File: src/rtl/sdram_trk_pkg.sv
package sdram_trk_pkg;
  localparam int BANK_ADDR_W = 2;
  localparam int NUM_BANKS   = 1 << BANK_ADDR_W;
  localparam int CMD_W       = 9;

  localparam int CMD_NOP   = 0;
  localparam int CMD_ACT   = 1;
  localparam int CMD_READ  = 2;
  localparam int CMD_WRITE = 3;
  localparam int CMD_PRE   = 4;
  localparam int CMD_REFA  = 5;
  localparam int CMD_TERM  = 6;
  localparam int CMD_MRS   = 7;
  localparam int CMD_SREF  = 8;

  typedef enum logic [1:0] {MODE_RUN, MODE_PDN, MODE_SREF, MODE_SUSP} mode_e;

  typedef struct packed {
    logic                   actEn;
    logic                   closeEn;
    logic                   closeAll;
    logic                   armClose;
    logic [BANK_ADDR_W-1:0] bank;
  } bankStrobe_t;
endpackage

File: src/rtl/sdram_cmd_ctrl.sv
module sdram_cmd_ctrl
  import sdram_trk_pkg::*;
(
  input  logic                   clk,
  input  logic                   rst_n,
  input  logic                   csN,
  input  logic                   rasN,
  input  logic                   casN,
  input  logic                   weN,
  input  logic                   ckePrev,
  input  logic                   ckeCur,
  input  logic [BANK_ADDR_W-1:0] bankAddr,
  input  logic                   a10,
  input  logic [NUM_BANKS-1:0]   bankOpen,
  input  logic [NUM_BANKS-1:0]   bankClosing,
  output logic [CMD_W-1:0]       cmdOneHot,
  output logic                   illegal,
  output logic                   autoPre,
  output logic                   preAll,
  output bankStrobe_t            stb,
  output mode_e                  mode
);
  mode_e modeNext;
  int    rawIdx;
  logic  anyOpen;

  assign anyOpen = |bankOpen;

  always_comb begin
    case ({rasN, casN, weN})
      3'b111:  rawIdx = CMD_NOP;
      3'b011:  rawIdx = CMD_ACT;
      3'b101:  rawIdx = CMD_READ;
      3'b100:  rawIdx = CMD_WRITE;
      3'b010:  rawIdx = CMD_PRE;
      3'b001:  rawIdx = CMD_REFA;
      3'b110:  rawIdx = CMD_TERM;
      default: rawIdx = CMD_MRS;
    endcase
  end

  always_comb begin
    cmdOneHot = '0;
    illegal   = 1'b0;
    stb       = '0;
    stb.bank  = bankAddr;
    modeNext  = mode;
    if (mode == MODE_RUN) begin
      if (ckePrev) begin
        if (csN)                                  cmdOneHot[CMD_NOP]  = 1'b1;
        else if (rawIdx == CMD_REFA && !ckeCur)   cmdOneHot[CMD_SREF] = 1'b1;
        else                                      cmdOneHot[rawIdx]   = 1'b1;

        if (!ckeCur && !anyOpen) begin
          if (csN || rawIdx == CMD_NOP)  modeNext = MODE_PDN;
          else if (rawIdx == CMD_REFA)   modeNext = MODE_SREF;
          else                           illegal  = 1'b1;
        end else begin
          if (!csN) begin
            case (rawIdx)
              CMD_ACT: begin
                if (bankOpen[bankAddr]) illegal   = 1'b1;
                else                    stb.actEn = 1'b1;
              end
              CMD_READ, CMD_WRITE: begin
                if (!bankOpen[bankAddr] || bankClosing[bankAddr]) illegal = 1'b1;
                else if (a10)                                       stb.armClose = 1'b1;
              end
              CMD_PRE: begin
                if (a10) stb.closeAll = 1'b1;
                else     stb.closeEn  = 1'b1;
              end
              CMD_REFA, CMD_MRS: begin
                if (anyOpen) illegal = 1'b1;
              end
              default: ;
            endcase
          end
          if (!ckeCur) modeNext = MODE_SUSP;
        end
      end
    end else if (ckeCur) begin
      modeNext = MODE_RUN;
    end
  end

  assign autoPre = (cmdOneHot[CMD_READ] | cmdOneHot[CMD_WRITE]) & a10 & ~illegal;
  assign preAll  = cmdOneHot[CMD_PRE] & a10;

  always_ff @(posedge clk) begin
    if (!rst_n) mode <= MODE_RUN;
    else        mode <= modeNext;
  end
endmodule

File: src/rtl/sdram_bank_dp.sv
module sdram_bank_dp
  import sdram_trk_pkg::*;
#(
  parameter int BURST_LEN = 4,
  localparam int CNT_W = $clog2(BURST_LEN + 1)
) (
  input  logic                 clk,
  input  logic                 rst_n,
  input  bankStrobe_t          stb,
  input  logic                 freeze,
  output logic [NUM_BANKS-1:0] bankOpen,
  output logic [NUM_BANKS-1:0] bankClosing
);
  for (genvar i = 0; i < NUM_BANKS; i++) begin : g_bank
    logic [CNT_W-1:0] closeCnt;
    logic             hit;

    assign hit            = (stb.bank == BANK_ADDR_W'(i));
    assign bankClosing[i] = (closeCnt != '0);

    always_ff @(posedge clk) begin
      if (!rst_n) begin
        bankOpen[i] <= 1'b0;
        closeCnt    <= '0;
      end else if (stb.closeAll || (stb.closeEn && hit)) begin
        bankOpen[i] <= 1'b0;
        closeCnt    <= '0;
      end else if (stb.actEn && hit) begin
        bankOpen[i] <= 1'b1;
      end else if (stb.armClose && hit) begin
        closeCnt <= CNT_W'(BURST_LEN);
      end else if (!freeze && closeCnt != '0) begin
        closeCnt <= closeCnt - CNT_W'(1);
        if (closeCnt == CNT_W'(1)) bankOpen[i] <= 1'b0;
      end
    end
  end
endmodule

File: src/rtl/sdram_cmd_tracker.sv
module sdram_cmd_tracker
  import sdram_trk_pkg::*;
#(
  parameter int BURST_LEN = 4
) (
  input  logic                   clk,
  input  logic                   rst_n,
  input  logic                   csN,
  input  logic                   rasN,
  input  logic                   casN,
  input  logic                   weN,
  input  logic                   ckePrev,
  input  logic                   ckeCur,
  input  logic [BANK_ADDR_W-1:0] bankAddr,
  input  logic                   a10,
  output logic [CMD_W-1:0]       cmdOneHot,
  output logic [BANK_ADDR_W-1:0] cmdBank,
  output logic                   autoPre,
  output logic                   preAll,
  output logic                   illegal,
  output logic [NUM_BANKS-1:0]   bankActive,
  output logic                   inPowerDown,
  output logic                   inSelfRefresh,
  output logic                   inSuspend
);
  bankStrobe_t          stb;
  mode_e                mode;
  logic [NUM_BANKS-1:0] bankClosing;

  sdram_cmd_ctrl u_ctrl (
    .clk(clk), .rst_n(rst_n), .csN(csN), .rasN(rasN), .casN(casN), .weN(weN),
    .ckePrev(ckePrev), .ckeCur(ckeCur), .bankAddr(bankAddr), .a10(a10),
    .bankOpen(bankActive), .bankClosing(bankClosing),
    .cmdOneHot(cmdOneHot), .illegal(illegal), .autoPre(autoPre), .preAll(preAll),
    .stb(stb), .mode(mode)
  );

  sdram_bank_dp #(.BURST_LEN(BURST_LEN)) u_dp (
    .clk(clk), .rst_n(rst_n), .stb(stb), .freeze(mode == MODE_SUSP),
    .bankOpen(bankActive), .bankClosing(bankClosing)
  );

  assign cmdBank       = bankAddr;
  assign inPowerDown   = (mode == MODE_PDN);
  assign inSelfRefresh = (mode == MODE_SREF);
  assign inSuspend     = (mode == MODE_SUSP);
endmodule

File: config.mk
export PLATFORM = sky130hd
export DESIGN_NAME = sdram_cmd_tracker
export DESIGN_NICKNAME = d
export VERILOG_FILES = /design/src/rtl/sdram_trk_pkg.sv /design/src/rtl/sdram_cmd_ctrl.sv /design/src/rtl/sdram_bank_dp.sv /design/src/rtl/sdram_cmd_tracker.sv
export SDC_FILE = /design/constraint.sdc
export NUM_CORES = 1
export LEC_CHECK = 0
export CAP_MARGIN = 20
export CORE_AREA = 2 2 99 53
export CTS_CLUSTER_SIZE = 30
export DETAILED_ROUTE_END_ITERATION = 7
export DIE_AREA = 0 0 101 55
export DONT_BUFFER_PORTS = 1
export HOLD_SLACK_MARGIN = 0.02
export SLEW_MARGIN = 15
export SYNTH_ARGS = -nofsm -noshare
export SYNTH_HDL_FRONTEND = slang
export SYNTH_HIERARCHICAL = 1
export SYNTH_SLANG_ARGS = --single-unit
export TNS_END_PERCENT = 5
File: constraint.sdc
create_clock -name clk -period 2.93 [get_ports clk]
set_input_delay 0.1465 -clock clk [delete_from_list [all_inputs] [get_ports clk]]
set_output_delay 0.1465 -clock clk [all_outputs]
set_load 0.005 [all_outputs]
# == Yosys cells after proc, flatten, opt, wreduce, memory -nomap -nowiden ==
# Cells that the tools add are included.
# totals
reg_bits,18
inputBits,11
elab_cells,187
output_inout_bits,21
# op_classes
mux,65
reduce_logical,65
eq_ne,31
addsub,4
magnitude_cmp,3
n_bitwise,10
# op_table
op,n
$mux 1,36
$logic_not 32->1,1
$reduce_bool 2->1,13
$eq 3x3->1 const B,8
$mux 3,8
$pmux 3 s7,1
$logic_and 1x1->1,19
$eq 3x1->1 const B,6
$mux 9,2
$mux 2,8
$mux 4,4
$mux 8,2
$eq 3x2->1 const B,4
$reduce_and 3->1,4
$reduce_bool 3->1,4
$reduce_or 2->1,6
$sub 3x1->3 const B,4
$eq 2x2->1 const B,4
$ne 2x1->1 const B,4
$reduce_and 2->1,4
$logic_or 1x1->1,6
$not 1->1,6
$lt 3x5->1 const B,1
$bmux 1 s2,2
14 further kinds,21

# == Logic depth before layout (Yosys ltp) ==
# depth
depth_word,13
ltp_mapped,11
mapped_depth_nobuf,11

# == Hierarchy ==
# Netlist, hierarchy kept.
# by_module_without_submodules
mod,seq_area_each_um2,instances,cells_per_inst,area_per_inst_um2
sdram_bank_dp,320.3,1,125,1151.1
sdram_cmd_ctrl,40.0,1,56,405.4
sdram_cmd_tracker,0.0,1,5,37.5

# == Least setup slack after synthesis ==
# No wires, ideal clock.
# synth_timing
path_type,register to register
from,reg u_dp.g_bank[2].closeCnt[0]
to,reg u_dp.g_bank[1].closeCnt[2]
path_buffers,0
stages_incl_launch_ff,12
required_ps,2857
arrival_ps,2707
setup_ps,73
synth_period_minus_slack_ps,2780
slack_ps,150
path_cell_list,dfxtp_1 inv_1 ha_1 nor2b_1 inv_1 mux4_2 nand2b_1 nor4_1 nor2b_1 nand2_1 and4_1 nor3_2
# synth_rtl
item,line,source
start: declaration,sdram_bank_dp.sv:15,logic [CNT_W-1:0] closeCnt;
start signal: assignment,sdram_bank_dp.sv:31,closeCnt <= CNT_W'(BURST_LEN);
start signal: assignment,sdram_bank_dp.sv:33,closeCnt <= closeCnt - CNT_W'(1);
end signal: assignment,sdram_bank_dp.sv:31,
end signal: assignment,sdram_bank_dp.sv:33,
end: declaration,sdram_bank_dp.sv:15,

==> summary.md <==
| Metric | Value |
|---|---|
| Slowest-stage cell, CP | `mux4_2` |
| Min-Delay Path Depth | `2` |
| CTS Hold Buffers Added | `0` |
| Worst path most repeated cell | `inv_1` |
| Worst-skew pair later-pin latency | `260 ps` |
| Seq/Total Area, Yosys | `22.61%` |
| WP data required | `3130 ps` |
| Worst path cell trace | `inv_1, ha_1, nor2b_2, inv_1, mux4_2, nand2b_1, nor4_1, buf_4, or2_0, a211oi_4, a221oi_2, o21a_1` |
| Top_reg_cell synth | `dfxtp_1` |
| Post-synth ARST share | `0%` |
| # IOs | `32` |
| IO buf count | `0` |
| Worst Hold End | `u_ctrl/mode[0]` |
| Pwr Density | `722.3 nW/µm²` |
| Ant. Diodes | `0` |
| Post-Synth XOR/XNOR Area | `2.747%` |
| CTS buffer count | `3` |
| Peak supply drop | `0.3410 mV` |
| Clock root cell | `clkbuf_8` |
| Layout area overhead | `4.945%` |
| Residual DRC | `0` |
| Post-synth EDFFs | `0` |
| Yosys reg bits | `18` |
| Initial antenna violation count | `0` |
| Layout cells sized above 1 | `19.23%` |
| Global-route wire length before repair | `6354 µm` |
| Synth warnings | `6` |
| Final Net Count | `206` |
| Main combinational cell family by area after synthesis | `simple AND/OR/NAND/NOR gates` |
| Post-Syn Instances | `186` |
| Initial DRC count | `88` |
| Synth unique cells | `58` |
| Final hold vios | `0` |
| CP max stage delay | `450 ps` |
| Switching share of power | `37.33%` |
| GRT Residual Overflow | `0` |
| Most common library cell in the layout ignoring fill and taps | `dfxtp_1` |
| Setup TNS | `0 ps` |
| Post-Route WL | `3617 µm` |
| Worst endpoint data arrival time | `2880 ps` |
| Total GRT Usage | `14.84%` |
| Worst slack at placement | `96.08 ps` |
| CP Launch Point | `u_dp/g_bank[3].closeCnt[0]` |
| CP top delay family | `simple AND/OR/NAND/NOR gates` |
| Clock skew | `4.901 ps` |
| Min cycle time layout | `2681 ps` |
| Die H | `55 µm` |
| Worst-path clk slew | `70 ps` |
| Drt via density | `5.293` |
| Fmax achieved | `373.1 MHz` |
| Crit Path Max Fanout | `6` |
| R2r setup slk | `250 ps` |
| FP Rows | `18` |
| Hpwl dp | `2884 µm` |
| Max-slew violations | `0` |
| RR Endpoint | `u_dp/g_bank[0].closeCnt[2]` |
| Syn Area/Cell | `8.570 µm²` |
| Tcrit/Tclk final | `91.49%` |
| Pre-antenna DRT Iters | `4` |
| Max-slew headroom | `75.05%` |
| Post-Synth Adder-Cell Area | `9.419%` |
| Seq pwr share | `30.0%` |
| Cell Area, Synth | `1594 µm²` |
| Area contributors post-synth | `dfxtp_1 (23%), ha_1 (9.4%), a21oi_1 (4.7%), nand2b_1 (3.9%), buf_6 (3.5%)` |
| GPL Wtd Cong | `0.9038` |
| Power share of the clock group | `16.9%` |
| Unrepaired setup endpoints after global routing | `false` |
| Synth Area in Compound Gates | `19.23%` |
| Worst reg-to-reg path cell count | `12` |
| Die ar. | `5555 µm²` |
| FF+latch area | `360.3 µm²` |
| Antenna viol nets, final | `0` |
| Post-Synth Simple-Gate Area | `33.44%` |
| Worst min-delay path category | `in2reg` |
| Multiplexer share of the synthesized area | `2.826%` |
| Fill count | `502` |
| Clock H-tree levels | `1` |
| Clock sinks | `18` |
| Largest net degree at the start of global routing | `14` |
| Status | `finished clean` |
| Static Leak | `0.6453 nW` |
| Die width | `101 µm` |
| Core Region | `4730 µm²` |
| Commonest cells after routing, fill and taps aside | `dfxtp_1 (18), a21oi_1 (15), inv_1 (13), nor2_1 (12), ha_1 (12)` |
| CTS tree | `done` |
| DR vias | `1281` |
| Clock tree buffer depth | `2` |
| Max_cap viols | `0` |
| Multi-input logic area | `1089 µm²` |
| Buf+Inv Stages, Crit Path | `3` |
| RR Startpoint | `u_dp/g_bank[3].closeCnt[0]` |
| Syn_nets | `209` |
| Average wire per standard cell | `14.95 µm` |
| Initial core utilization | `33.70%` |
| Hold Crit Start | `ckeCur` |
| Worst Tran Pin Value | `370.9 ps` |
| CP Class | `reg2reg` |
| Net Switching | `0.4510 mW` |
| CP endpoint kind | `flop` |
| # setup viols final | `0` |
| P_int | `0.7572 mW` |
| Worst Slack Setup Final | `249.4 ps` |
| Vias in the first global route | `1219` |
| Gate power share | `53.1%` |
| CP Launch Type | `flop` |
| Share of the synthesized area in the top cell type | `22.61%` |
| Synth area leader | `dfxtp_1` |
==> layer usage <==
| layer | wire, µm | vias up | track usage (%) |
|---|---|---|---|
| met5 | 0 | - | 0 |
| met4 | 14 | 0 | 3.153 |
| met3 | 247 | 2 | 3.392 |
| met2 | 1324 | 40 | 19.89 |
| met1 | 2031 | 589 | 23.34 |
| li1 | - | 650 | - |
==> per-stage QoR <==
stage	cell area [µm²]	power, mW	cells	hold WS [ps]	util, %
after floorplan	1594	0.8809	186	311.9	-
after global routing	1673	1.322	242	80.81	35.37
final	1673	1.208	242	65.61	35.37
after CTS	1663	1.211	242	59.58	35.16
after global placement	1608	1.001	238	293.2	33.99
after detailed placement	1608	0.9982	238	293.2	33.99
==> area by class of cell <==
type | count | area share [%]
Multi-Input combinational cell | 141 | 65.07
Timing Repair Buffer | 6 | 2.693
Clock buffer | 4 | 3.291
Tap cell | 60 | 4.488
Sequential cell | 18 | 21.54
Inverter | 13 | 2.917
==> logic make-up (layout without fill, tap and decap cells) <==
family                     Yosys count  count (layout)
and+or+nand+nor                     80              80
AOI/OAI and AO/OA                   42              42
buffers and inverters               27              23
DFF                                 18              18
adders and majority gates           12              12
xor gates and xnor gates             5               5
muxes                                2               2
==> registers in the layout, indices dropped and copies added, names as in the netlist <==
name / count
u_ctrl/mode: 2
u_dp/bankOpen: 4
u_dp/g_bank.closeCnt: 12
==> synth_stat cells, types with 3 or more instances <==
library cell / count
a21o_1: 5
a21oi_1: 15
a31oi_1: 4
and3_1: 3
buf_4: 4
buf_6: 5
clkbuf_1: 3
dfxtp_1: 18
ha_1: 12
inv_1: 13
nand2_1: 8
nand2b_1: 10
nor2_1: 12
nor2b_1: 9
nor3_2: 3
nor4_1: 5
o21ai_0: 3
xnor2_1: 5
==> power by group through the flow <==
stage	clock network (mW)	registers [mW]	logic, mW
after floorplan	0	0.356	0.525
after detailed placement	0	0.368	0.630
final	0.204	0.363	0.641
after CTS	0.213	0.363	0.635
after global placement	0	0.366	0.635
after global routing	0.226	0.374	0.721
==> timing repair <==
action                                  CTS  global route
gates resized for setup                   0             3
endpoints found under the setup margin    0             7
buffers inserted                          0             0
==> worst max path at each step <==
stage	to	slack [ps]	cells past startpoint
finish	u_dp/g_bank[0].closeCnt[2]	250	12
global route	u_dp/g_bank[0].closeCnt[2]	10	12
CTS	u_dp/g_bank[1].closeCnt[2]	70	12
detailed placement	u_dp/g_bank[1].closeCnt[2]	100	12
global placement	u_dp/g_bank[1].closeCnt[2]	220	12
floorplan	u_dp/g_bank[1].closeCnt[2]	150	11
Note: power is estimated with default switching activity, not from simulation.
